==> src/rtl/sfe_pkg.sv <==
package sfe_pkg;

    localparam int OPC_BITS = 8;
    localparam int NIBBLE   = 4;

    typedef enum logic [7:0] {
        OPC_WREN   = 8'h06,
        OPC_RDSR   = 8'h05,
        OPC_SERASE = 8'h20
    } opcode_e;

    typedef struct packed {
        logic       rsvd;
        logic [4:0] bp;
        logic       wel;
        logic       wip;
    } status_t;

    typedef struct packed {
        logic       cs_n;
        logic       sclk;
        logic [3:0] io;
    } pins_t;

    // Protection: nonzero level protects the top 2^(level-1) sectors.
    function automatic logic sector_locked(input logic [31:0] sector,
                                           input int unsigned sect_log2,
                                           input logic [4:0] level);
        logic [31:0] span_log2;
        if (level == 5'd0) return 1'b0;
        span_log2 = 32'(level) - 32'd1;
        if (span_log2 >= 32'(sect_log2)) return 1'b1;
        return sector >= ((32'd1 << sect_log2) - (32'd1 << span_log2));
    endfunction

endpackage

==> src/rtl/sfe_pin_sync.sv <==
module sfe_pin_sync
    import sfe_pkg::*;
(
    input  logic       clk,
    input  logic       rst,
    input  pins_t      pins,
    output logic       cs_low,
    output logic       cs_rise,
    output logic       cs_fall,
    output logic       sclk_rise,
    output logic [3:0] io_s
);
    localparam pins_t IDLE = '{cs_n: 1'b1, sclk: 1'b0, io: 4'h0};

    pins_t s1, s2, s3;

    always_ff @(posedge clk) begin
        if (rst) begin
            s1 <= IDLE;
            s2 <= IDLE;
            s3 <= IDLE;
        end else begin
            s1 <= pins;
            s2 <= s1;
            s3 <= s2;
        end
    end

    always_comb begin
        cs_low    = ~s2.cs_n;
        cs_rise   = s2.cs_n & ~s3.cs_n;
        cs_fall   = ~s2.cs_n & s3.cs_n;
        sclk_rise = s2.sclk & ~s3.sclk & ~s2.cs_n;
        io_s      = s2.io;
    end
endmodule

==> src/rtl/sfe_cmd_shift.sv <==
module sfe_cmd_shift
    import sfe_pkg::*;
#(
    parameter int FRAME_BITS = 32,
    parameter int CNT_W      = 6,
    parameter int CNT_CAP    = 40
) (
    input  logic                  clk,
    input  logic                  rst,
    input  logic                  qpi,
    input  logic                  cs_fall,
    input  logic                  sclk_rise,
    input  logic [3:0]            io_s,
    output logic [FRAME_BITS-1:0] bits,
    output logic [CNT_W-1:0]      nbits,
    output logic                  rd_start
);
    logic [FRAME_BITS-1:0] bits_nx;
    logic [CNT_W-1:0]      step, cnt_nx;

    always_comb begin
        bits_nx = qpi ? {bits[FRAME_BITS-NIBBLE-1:0], io_s}
                      : {bits[FRAME_BITS-2:0], io_s[0]};
        step    = qpi ? CNT_W'(NIBBLE) : CNT_W'(1);
        cnt_nx  = (nbits < CNT_W'(CNT_CAP)) ? nbits + step : nbits;
    end

    always_ff @(posedge clk) begin
        if (rst) begin
            bits     <= '0;
            nbits    <= '0;
            rd_start <= 1'b0;
        end else begin
            rd_start <= 1'b0;
            if (cs_fall) begin
                bits  <= '0;
                nbits <= '0;
            end else if (sclk_rise) begin
                bits     <= bits_nx;
                nbits    <= cnt_nx;
                rd_start <= (cnt_nx == CNT_W'(OPC_BITS)) &&
                            (bits_nx[OPC_BITS-1:0] == OPC_RDSR);
            end
        end
    end
endmodule

==> src/rtl/sfe_status_tx.sv <==
module sfe_status_tx
    import sfe_pkg::*;
(
    input  logic       clk,
    input  logic       rst,
    input  logic       qpi,
    input  logic       rd_start,
    input  logic       cs_low,
    input  logic       sclk_rise,
    input  status_t    status,
    output logic [3:0] io_out,
    output logic [3:0] io_oe
);
    logic       active;
    logic [7:0] sh;
    logic [2:0] sent;
    logic [2:0] step;

    assign step = qpi ? 3'd4 : 3'd1;

    always_ff @(posedge clk) begin
        if (rst) begin
            active <= 1'b0;
            sh     <= '0;
            sent   <= '0;
        end else if (!cs_low) begin
            active <= 1'b0;
        end else if (rd_start) begin
            active <= 1'b1;
            sh     <= status;
            sent   <= '0;
        end else if (active && sclk_rise) begin
            if (sent + step == 3'd0) begin
                sh   <= status;
                sent <= '0;
            end else begin
                sh   <= qpi ? {sh[3:0], 4'h0} : {sh[6:0], 1'b0};
                sent <= sent + step;
            end
        end
    end

    always_comb begin
        io_out = 4'h0;
        io_oe  = 4'h0;
        if (active) begin
            if (qpi) begin
                io_out = sh[7:4];
                io_oe  = 4'hF;
            end else begin
                io_out = {2'b00, sh[7], 1'b0};
                io_oe  = 4'b0010;
            end
        end
    end
endmodule

==> src/rtl/sfe_erase_ctrl.sv <==
module sfe_erase_ctrl
    import sfe_pkg::*;
#(
    parameter int ADDR_W       = 24,
    parameter int SECT_W       = 12,
    parameter int ERASE_CYCLES = 2000,
    parameter int FRAME_BITS   = 32,
    parameter int CNT_W        = 6
) (
    input  logic                  clk,
    input  logic                  rst,
    input  logic                  cs_rise,
    input  logic [FRAME_BITS-1:0] bits,
    input  logic [CNT_W-1:0]      nbits,
    input  logic [4:0]            bp,
    output logic                  wel,
    output logic                  busy,
    output logic                  erase_start,
    output logic [SECT_W-1:0]     erase_sector
);
    localparam int TMR_W = $clog2(ERASE_CYCLES + 1);

    logic [TMR_W-1:0]  timer;
    logic [SECT_W-1:0] target;
    logic              is_wren, is_erase;

    always_comb begin
        target   = bits[ADDR_W-1 -: SECT_W];
        is_wren  = (nbits == CNT_W'(OPC_BITS)) && (bits[OPC_BITS-1:0] == OPC_WREN);
        is_erase = (nbits == CNT_W'(FRAME_BITS)) &&
                   (bits[FRAME_BITS-1 -: OPC_BITS] == OPC_SERASE);
    end

    always_ff @(posedge clk) begin
        if (rst) begin
            wel          <= 1'b0;
            busy         <= 1'b0;
            timer        <= '0;
            erase_start  <= 1'b0;
            erase_sector <= '0;
        end else begin
            erase_start <= 1'b0;
            if (busy) begin
                timer <= timer - 1'b1;
                if (timer == TMR_W'(1)) busy <= 1'b0;
            end else if (cs_rise) begin
                if (is_wren) wel <= 1'b1;
                if (is_erase && wel &&
                    !sector_locked(32'(target), SECT_W, bp)) begin
                    erase_start  <= 1'b1;
                    erase_sector <= target;
                    busy         <= 1'b1;
                    timer        <= TMR_W'(ERASE_CYCLES);
                    wel          <= 1'b0;
                end
            end
        end
    end
endmodule

==> src/rtl/flash_sector_erase.sv <==
module flash_sector_erase
    import sfe_pkg::*;
#(
    parameter int ADDR_W           = 24,
    parameter int SECTOR_ADDR_BITS = 12,
    parameter int ERASE_CYCLES     = 2000
) (
    input  logic                               clk,
    input  logic                               rst,
    input  logic                               cs_n,
    input  logic                               sclk,
    input  logic [3:0]                         io_in,
    input  logic                               qpi_en,
    input  logic [4:0]                         bp,
    output logic [3:0]                         io_out,
    output logic [3:0]                         io_oe,
    output logic                               erase_start,
    output logic [ADDR_W-SECTOR_ADDR_BITS-1:0] erase_sector
);
    localparam int SECT_W     = ADDR_W - SECTOR_ADDR_BITS;
    localparam int FRAME_BITS = OPC_BITS + ADDR_W;
    localparam int CNT_CAP    = FRAME_BITS + OPC_BITS;
    localparam int CNT_W      = $clog2(CNT_CAP + 1);

    logic                  cs_low, cs_rise, cs_fall, sclk_rise, rd_start;
    logic [3:0]            io_s;
    logic [FRAME_BITS-1:0] bits;
    logic [CNT_W-1:0]      nbits;
    logic                  wel, busy;
    status_t               status;

    sfe_pin_sync u_sync (
        .clk(clk), .rst(rst),
        .pins('{cs_n: cs_n, sclk: sclk, io: io_in}),
        .cs_low(cs_low), .cs_rise(cs_rise), .cs_fall(cs_fall),
        .sclk_rise(sclk_rise), .io_s(io_s)
    );

    sfe_cmd_shift #(.FRAME_BITS(FRAME_BITS), .CNT_W(CNT_W), .CNT_CAP(CNT_CAP)) u_shift (
        .clk(clk), .rst(rst), .qpi(qpi_en), .cs_fall(cs_fall),
        .sclk_rise(sclk_rise), .io_s(io_s),
        .bits(bits), .nbits(nbits), .rd_start(rd_start)
    );

    sfe_erase_ctrl #(
        .ADDR_W(ADDR_W), .SECT_W(SECT_W), .ERASE_CYCLES(ERASE_CYCLES),
        .FRAME_BITS(FRAME_BITS), .CNT_W(CNT_W)
    ) u_erase (
        .clk(clk), .rst(rst), .cs_rise(cs_rise), .bits(bits), .nbits(nbits),
        .bp(bp), .wel(wel), .busy(busy),
        .erase_start(erase_start), .erase_sector(erase_sector)
    );

    assign status = '{rsvd: 1'b0, bp: bp, wel: wel, wip: busy};

    sfe_status_tx u_tx (
        .clk(clk), .rst(rst), .qpi(qpi_en), .rd_start(rd_start),
        .cs_low(cs_low), .sclk_rise(sclk_rise), .status(status),
        .io_out(io_out), .io_oe(io_oe)
    );
endmodule

==> config.mk <==
export PLATFORM = sky130hd
export DESIGN_NAME = flash_sector_erase
export DESIGN_NICKNAME = d
export VERILOG_FILES = /design/src/rtl/sfe_pkg.sv /design/src/rtl/sfe_pin_sync.sv /design/src/rtl/sfe_cmd_shift.sv /design/src/rtl/sfe_status_tx.sv /design/src/rtl/sfe_erase_ctrl.sv /design/src/rtl/flash_sector_erase.sv
export SDC_FILE = /design/constraint.sdc
export NUM_CORES = 1
export LEC_CHECK = 0
export CORE_MARGIN = 4
export CORE_UTILIZATION = 45
export CTS_CLUSTER_SIZE = 40
export DETAILED_ROUTE_END_ITERATION = 16
export DONT_BUFFER_PORTS = 1
export HOLD_SLACK_MARGIN = 0.06
export MAX_ROUTING_LAYER = met4
export PLACE_DENSITY = 0.59
export SYNTH_ARGS = -nofsm -noshare
export SYNTH_HDL_FRONTEND = slang
export SYNTH_SLANG_ARGS = --single-unit
==> constraint.sdc <==
create_clock -name clk -period 5.8 [get_ports clk]
set_input_delay 1.16 -clock clk [delete_from_list [all_inputs] [get_ports clk]]
set_output_delay 1.16 -clock clk [all_outputs]
set_load 0.01 [all_outputs]
==> results of run 1 <==
[sequential cells by signal, summed over array words and instances (netlist names), 2 cells and up]
name / count
u_shift.bits: 32
u_erase.erase_sector: 12
u_erase.timer: 11
u_tx.sh: 8
u_shift.nbits: 6
u_sync.s1: 6
u_sync.io_s: 4
u_tx.sent: 3
u_sync.s2: 2
u_sync.s3: 2
[path summary, 6_finish.rpt]
kind                                                     from                              endpoint  slack, ns
worst max-delay path                                    bp[0]  u_erase.erase_sector[0]$_SDFFE_PP0P_       0.78
worst min-delay path                  u_sync.s1[5]$_SDFF_PP1_               u_sync.s2[5]$_SDFF_PP1_       0.41
worst max register to register  u_shift.nbits[4]$_SDFFE_PP0P_  u_erase.erase_sector[0]$_SDFFE_PP0P_       3.26
worst min register to register        u_sync.s1[5]$_SDFF_PP1_               u_sync.s2[5]$_SDFF_PP1_       0.41
[layout make-up]
type | count | area [um2]
fillers | 1105 | 5870
multi-input cells | 487 | 3270
clock inverters | 6 | 88.8
inverters | 16 | 60.1
flip-flops and latches | 91 | 1820
well taps | 143 | 179
clock buffers | 10 | 229
repair buffers | 7 | 52.6
[worst max-delay path: cells and delay by family]
family | cells | cell delay, ns
mux | 1 | 0.23
compound gates | 6 | 1.12
simple gates | 8 | 1.17
buf+inv | 4 | 0.78
fa+ha+maj | 3 | 0.81
[logic make-up after synthesis]
| group | Yosys count |
|---|---|
| multiplexers | 51 |
| flip-flops | 91 |
| AND/OR/NAND/NOR | 246 |
| buffers and inverters | 67 |
| adder cells (fa/ha/maj) | 22 |
| XOR/XNOR | 11 |
| AO/OA/AOI/OAI | 157 |
[report_power, final]
part | internal [mW] | switching [mW] | leakage [nW]
registers | 0.631 | 0.00470 | 0.736
logic | 0.0541 | 0.0717 | 1.15
clock network | 0.378 | 0.245 | 0.149
total | 1.06 | 0.322 | 2.04
[cells in the final DEF, fill, tap and decap left out, drive strengths merged, types with 3 or more instances in the layout]
| master | count |
|---|---|
| nor4b | 5 |
| a22oi | 6 |
| mux2i | 47 |
| a31oi | 8 |
| o21a | 3 |
| clkbuf | 10 |
| o31a | 4 |
| xnor2 | 6 |
| o21ai | 24 |
| nand3b | 4 |
| nor3b | 4 |
| o31ai | 3 |
| ha | 22 |
| xor2 | 5 |
| a21boi | 3 |
| and3 | 5 |
| nand2 | 44 |
| a21oi | 36 |
| nor2b | 16 |
| and2 | 5 |
| nand3 | 16 |
| dfxtp | 91 |
| buf | 7 |
| inv | 17 |
| or3 | 6 |
| o221ai | 4 |
| a21o | 5 |
| or2 | 8 |
| o21bai | 3 |
| mux2 | 4 |
| a211oi | 37 |
| o22ai | 5 |
| nor3 | 15 |
| nor4 | 6 |
| nand2b | 32 |
| nand4 | 3 |
| nor2 | 73 |
[routing by layer]
metal	vias up	part of all wire	global-route usage	wire length [um]
met4	0	0.016	0.0682	193
met5	-	0	-	0
met3	14	0.044	0.0322	539
met1	2050	0.49	0.246	5980
li1	2243	-	-	-
met2	84	0.45	0.280	5550
[per-stage QoR]
step | power (mW) | cells | hold slack (ns) | area [um2]
2_1_floorplan | 0.768 | 645 | 0.389 | 5380
3_3_place_gp | 0.774 | 744 | 0.399 | 5380
3_5_place_dp | 0.774 | 744 | 0.395 | 5380
4_1_cts | 1.40 | 760 | 0.412 | 5700
5_1_grt | 1.44 | 760 | 0.417 | 5700
6_report | 1.39 | 760 | 0.410 | 5700
==> results.ini, run 1 <==
[synth]
synth-simple-area-share = 0.235
ys_warn_count = 0
synth_top_family_by_area = simple AND/OR/NAND/NOR gates
synth_compound_area_frac = 0.206
yosys.cell_count.top_type = dfxtp_1
synth_area_leaders = dfxtp_1, mux2i_1, ha_1, nor2_1, a211oi_1
synth_edf_count = 0
yosysSeqAreaShare = 0.338
synth.area.mux_share = 0.0957
syn_avg_cell_area_um2 = 8.35
synth-async-reset-ratio = 0
yosys.area_share.xor_xnor = 0.0179
syn_area_um2 = 5380
post_synth_num_cell_types = 68
netlist.area_leader.share = 0.338
ys_ff_latch = 91
yosysTopAreaCell = dfxtp_1
synth_cells = 645
synth_ff_type = dfxtp_1
synth_common_cells = dfxtp_1, nor2_1, mux2i_1
synth_fa_ha_area_frac = 0.0511
syn_nets = 681

[route]
drtIter0Drc = 425
vias = 4391
drt_first_pass_iters = 5
antenna_left = 0
wl_per_cell_um = 16.1
totalWireLength_um = 12300
viasPerCell = 5.78
drc = 0

[timing]
fmax_ghz = 0.199
setup_viol = 0
min_period_over_period = 0.865
setup_tns_ns = 0
finalHoldViolations = 0
slew_viol_final = 0
rsz0062_at_grt = false
tightest_slew_ns = 0.917
max_slew_margin = 0.388
skew_ns = 0.00623
fin_ws_ns = 0.782
period_needed_ns = 5.02

[critical_path]
slowest_delay_ns = 0.45
path_max_fanout = 20
cp_common_cell = ha_1
ff2ff_path_depth = 8
critPathKind = primary input to flip-flop
cp-start-kind = primary input
cp.required_ns = 6.07
worstPathArrival_ns = 5.28
critical_path.endpoint_type = flip-flop
critPathSlowestCell = o32ai_1
worstPathCellList = inv_1, ha_1, buf_4, nand2_1, or2_2, nand2_1, nand4_1, ha_1, inv_1, a211oi_4, nor2_1, a21oi_1, o21ai_0, ha_1, and4_1, a21oi_1, nand3_1, o32ai_1, nor4_4, a21oi_4, buf_4, mux2i_1

[cells_and_area]
nNetsFinal = 648
drive_above_1_share = 0.0778
areaGrowthSynthToFinish_pct = 5.83
antennaDiodeCount = 0
fin_util = 0.493

[placement]
port_buffers = 0
place_congestion = 0.933
pre_cts_ws_ns = 0.516
dp_hpwl_um = 8440

[floorplanning]
die_x_um = 117
fp.coreArea_um2 = 11600
fp.dieArea_um2 = 13800
rows = 39
die_y_um = 117
io_pins = 35
initial_core_util = 0.466

[hold_path]
hold_depth = 1
hp-class = flip-flop to flip-flop

[grt]
grt_usage = 0.184
grt_max_degree = 72
grt_pass1_vias = 4034
overflow = 0
grt_antenna_before_repair = 0
grt_first_pass_wirelength_um = 20600

[cts]
cts_made_buffers = 9
post_cts_resized = 0
cts_hold_buf = 0
clkTransAtPathRegs_ns = 0.06
clockBufferDepth = 2
h-tree-depth = 3
cts_root_buf = clkbuf_16
cts_setup_buffers = 0
clock_sinks = 91
cts_tree = done
clkLatencyLatePin_ns = 0.34

[pwr]
p_leak_nw = 2.04
p_per_area_nw_per_um2 = 243
vdd_drop_max_uv = 179

[run]
max-cap-violations = 0

[run_status]
outcome = completed

Note: power is estimated with default switching activity, not from simulation.
==> run 2: changes to the inputs <==
Settings changed: REMOVE_ABC_BUFFERS from default to 1.
==> run 2 against run 1 <==
Compared with the run above:
- register-to-register slack got worse by 0.07 ns
- total power fell by 1.8%
- utilization did not move
- maximum frequency fell by 0.14%
- non-clock buffer count did not move
- hold slack improved by 0.0060 ns
- critical path depth did not move
- global-route usage rose by 0.079 points
- first-iteration DRC count rose by 5.2%
- sequential power barely moved
- cell count did not move
==> results.ini, run 2 (synthesis gave the netlist of run 1 again) <==
[run_status]
outcome = completed

[route]
drc = 0  ; unchanged
drt_first_pass_iters = 6  ; +1
antenna_left = 0  ; unchanged
drtIter0Drc = 447  ; +5.2%
viasPerCell = 5.89  ; +2.0%
vias = 4479  ; +2.0%
totalWireLength_um = 12300  ; +0.19%
wl_per_cell_um = 16.2  ; +0.19%

[grt]
overflow = 0  ; unchanged
grt_pass1_vias = 4204  ; +4.2%
grt_antenna_before_repair = 0  ; unchanged
grt_max_degree = 72  ; unchanged
grt_usage = 0.185  ; +0.000790
grt_first_pass_wirelength_um = 20900  ; +1.4%

[cells_and_area]
top_register = u_shift.bits
antennaDiodeCount = 0  ; unchanged
final_cells = 760  ; unchanged
multiInputGateArea_um2 = 3270  ; unchanged
final_common_cell = dfxtp_1
nNetsFinal = 648  ; unchanged
largest_reg_flops = 32  ; unchanged
drive_above_1_share = 0.0778  ; unchanged
ff_latch_area_um2 = 1820  ; unchanged
biggestRegsByFlops = u_shift.bits (32), u_erase.erase_sector (12), u_erase.timer (11)
nFillCells = 1112  ; +0.63%
areaGrowthSynthToFinish_pct = 5.83  ; unchanged
final_cell_mix = dfxtp_1, nor2_1, mux2i_1

[timing]
fmax_ghz = 0.199  ; -0.14%
rsz0062_at_grt = false
slew_viol_final = 0  ; unchanged
period_needed_ns = 5.03  ; +0.00725 ns
skew_ns = 0.00984  ; +0.00361 ns
max_slew_margin = 0.423  ; +0.0344
setup_viol = 0  ; unchanged
tightest_slew_ns = 0.866  ; -0.0516 ns
min_period_over_period = 0.866  ; +0.00125
finalHoldViolations = 0  ; unchanged

[floorplanning]
rows = 39  ; unchanged
fp.dieArea_um2 = 13800  ; unchanged
io_pins = 35  ; unchanged
die_x_um = 117  ; unchanged
die_y_um = 117  ; unchanged
initial_core_util = 0.466  ; unchanged
fp.coreArea_um2 = 11600  ; unchanged

[placement]
dp_hpwl_um = 8490  ; +0.57%
port_buffers = 0  ; unchanged
place_congestion = 0.859  ; -7.9%
dp_cells = 744  ; unchanged

[cts]
clock_sinks = 91  ; unchanged
post_cts_resized = 0  ; unchanged
clkLatencyLatePin_ns = 0.34  ; about the same
cts_tree = done
cts_root_buf = clkbuf_16
clkTransAtPathRegs_ns = 0.07  ; about the same
h-tree-depth = 3  ; unchanged
cts_hold_buf = 0  ; unchanged
cts_made_buffers = 9  ; unchanged
cts_setup_buffers = 0  ; unchanged
clockBufferDepth = 2  ; unchanged

[run]
max-cap-violations = 0  ; unchanged

[pwr]
p_total_mw = 1.36  ; -1.8%
p_leak_nw = 2.04  ; +0.29%
vdd_drop_max_uv = 144  ; -20%
p_per_area_nw_per_um2 = 239  ; -1.8%

[critical_path]
critPathBufInv = 5  ; +1
crit_family = compound AO/OA/AOI/OAI gates
critPathSlowestCell = o32ai_1
cp-start-kind = primary input
slowest_delay_ns = 0.44  ; about the same
worstPathArrival_ns = 5.29  ; about the same
worstPathCellList = inv_1, ha_1, buf_4, inv_1, o21ai_0, and3_1, nand2_1, ha_1, inv_1, a211oi_4, nor2_1, a21oi_1, o21ai_0, ha_1, and4_1, a21oi_1, nand3_1, o32ai_1, nor4_4, a21oi_4, buf_12, mux2i_1
path_max_fanout = 20  ; unchanged
critical_path.endpoint_type = flip-flop
critPathKind = primary input to flip-flop
cp.required_ns = 6.06  ; about the same

[hold_path]
hp-class = flip-flop to flip-flop

run 2: worst reg2reg max path: stages, from the launching register on:
cell and delay [ns]:
dfxtp_1 0.44, ha_1 0.28, a21o_1 0.17, a31oi_1 0.22, nand3_1 0.11, o32ai_1 0.44
nor4_4 0.12, a21oi_4 0.33, buf_12 0.20, mux2i_1 0.22
run 2: path summary, 6_finish.rpt:
path	cells past startpoint	startpoint	end	slack (ns)
worst max-delay path	22	bp[0]	u_erase.erase_sector[8]$_SDFFE_PP0P_	0.77
worst min-delay path	1	u_sync.s1[5]$_SDFF_PP1_	u_sync.s2[5]$_SDFF_PP1_	0.42
worst max register to register	9	u_shift.bits[21]$_SDFFE_PP0P_	u_erase.erase_sector[8]$_SDFFE_PP0P_	3.19
worst min register to register	1	u_sync.s1[5]$_SDFF_PP1_	u_sync.s2[5]$_SDFF_PP1_	0.42
run 2: layer usage:
metal / global-route usage / part of all wire / up-vias
met5: - / 0 / -
met4: 0.0718 / 0.021 / 0
met3: 0.0260 / 0.027 / 24
met2: 0.287 / 0.47 / 75
met1: 0.244 / 0.48 / 2137
li1: - / - / 2243
run 2: metrics by stage:
stage	area [um2]	setup slack, ns	util	setup TNS (ns)	hold slack, ns
2_1_floorplan	5140	-0.0515	-	-0.226	0.389
3_3_place_gp	5390	0.611	0.466	0	0.397
3_5_place_dp	5390	0.436	0.466	0	0.402
4_1_cts	5700	0.798	0.493	0	0.417
5_1_grt	5700	0.359	0.493	0	0.443
6_report	5700	0.775	0.493	0	0.416
run 2: cell type report:
class / instances / area share
Multi-Input combinational cell: 487 / 0.573
Sequential cell: 91 / 0.320
Clock buffer: 12 / 0.0450
Tap cell: 143 / 0.0314
Timing Repair Buffer: 7 / 0.0114
Inverter: 16 / 0.0105
Clock inverter: 4 / 0.00856
run 2: where the power goes:
part           leakage, nW  total (mW)  internal [mW]  switching [mW]
Sequential           0.736       0.636          0.631         0.00461
Clock                0.153       0.600          0.357           0.243
Combinational         1.15       0.125         0.0543          0.0707
Total                 2.04        1.36           1.04           0.318
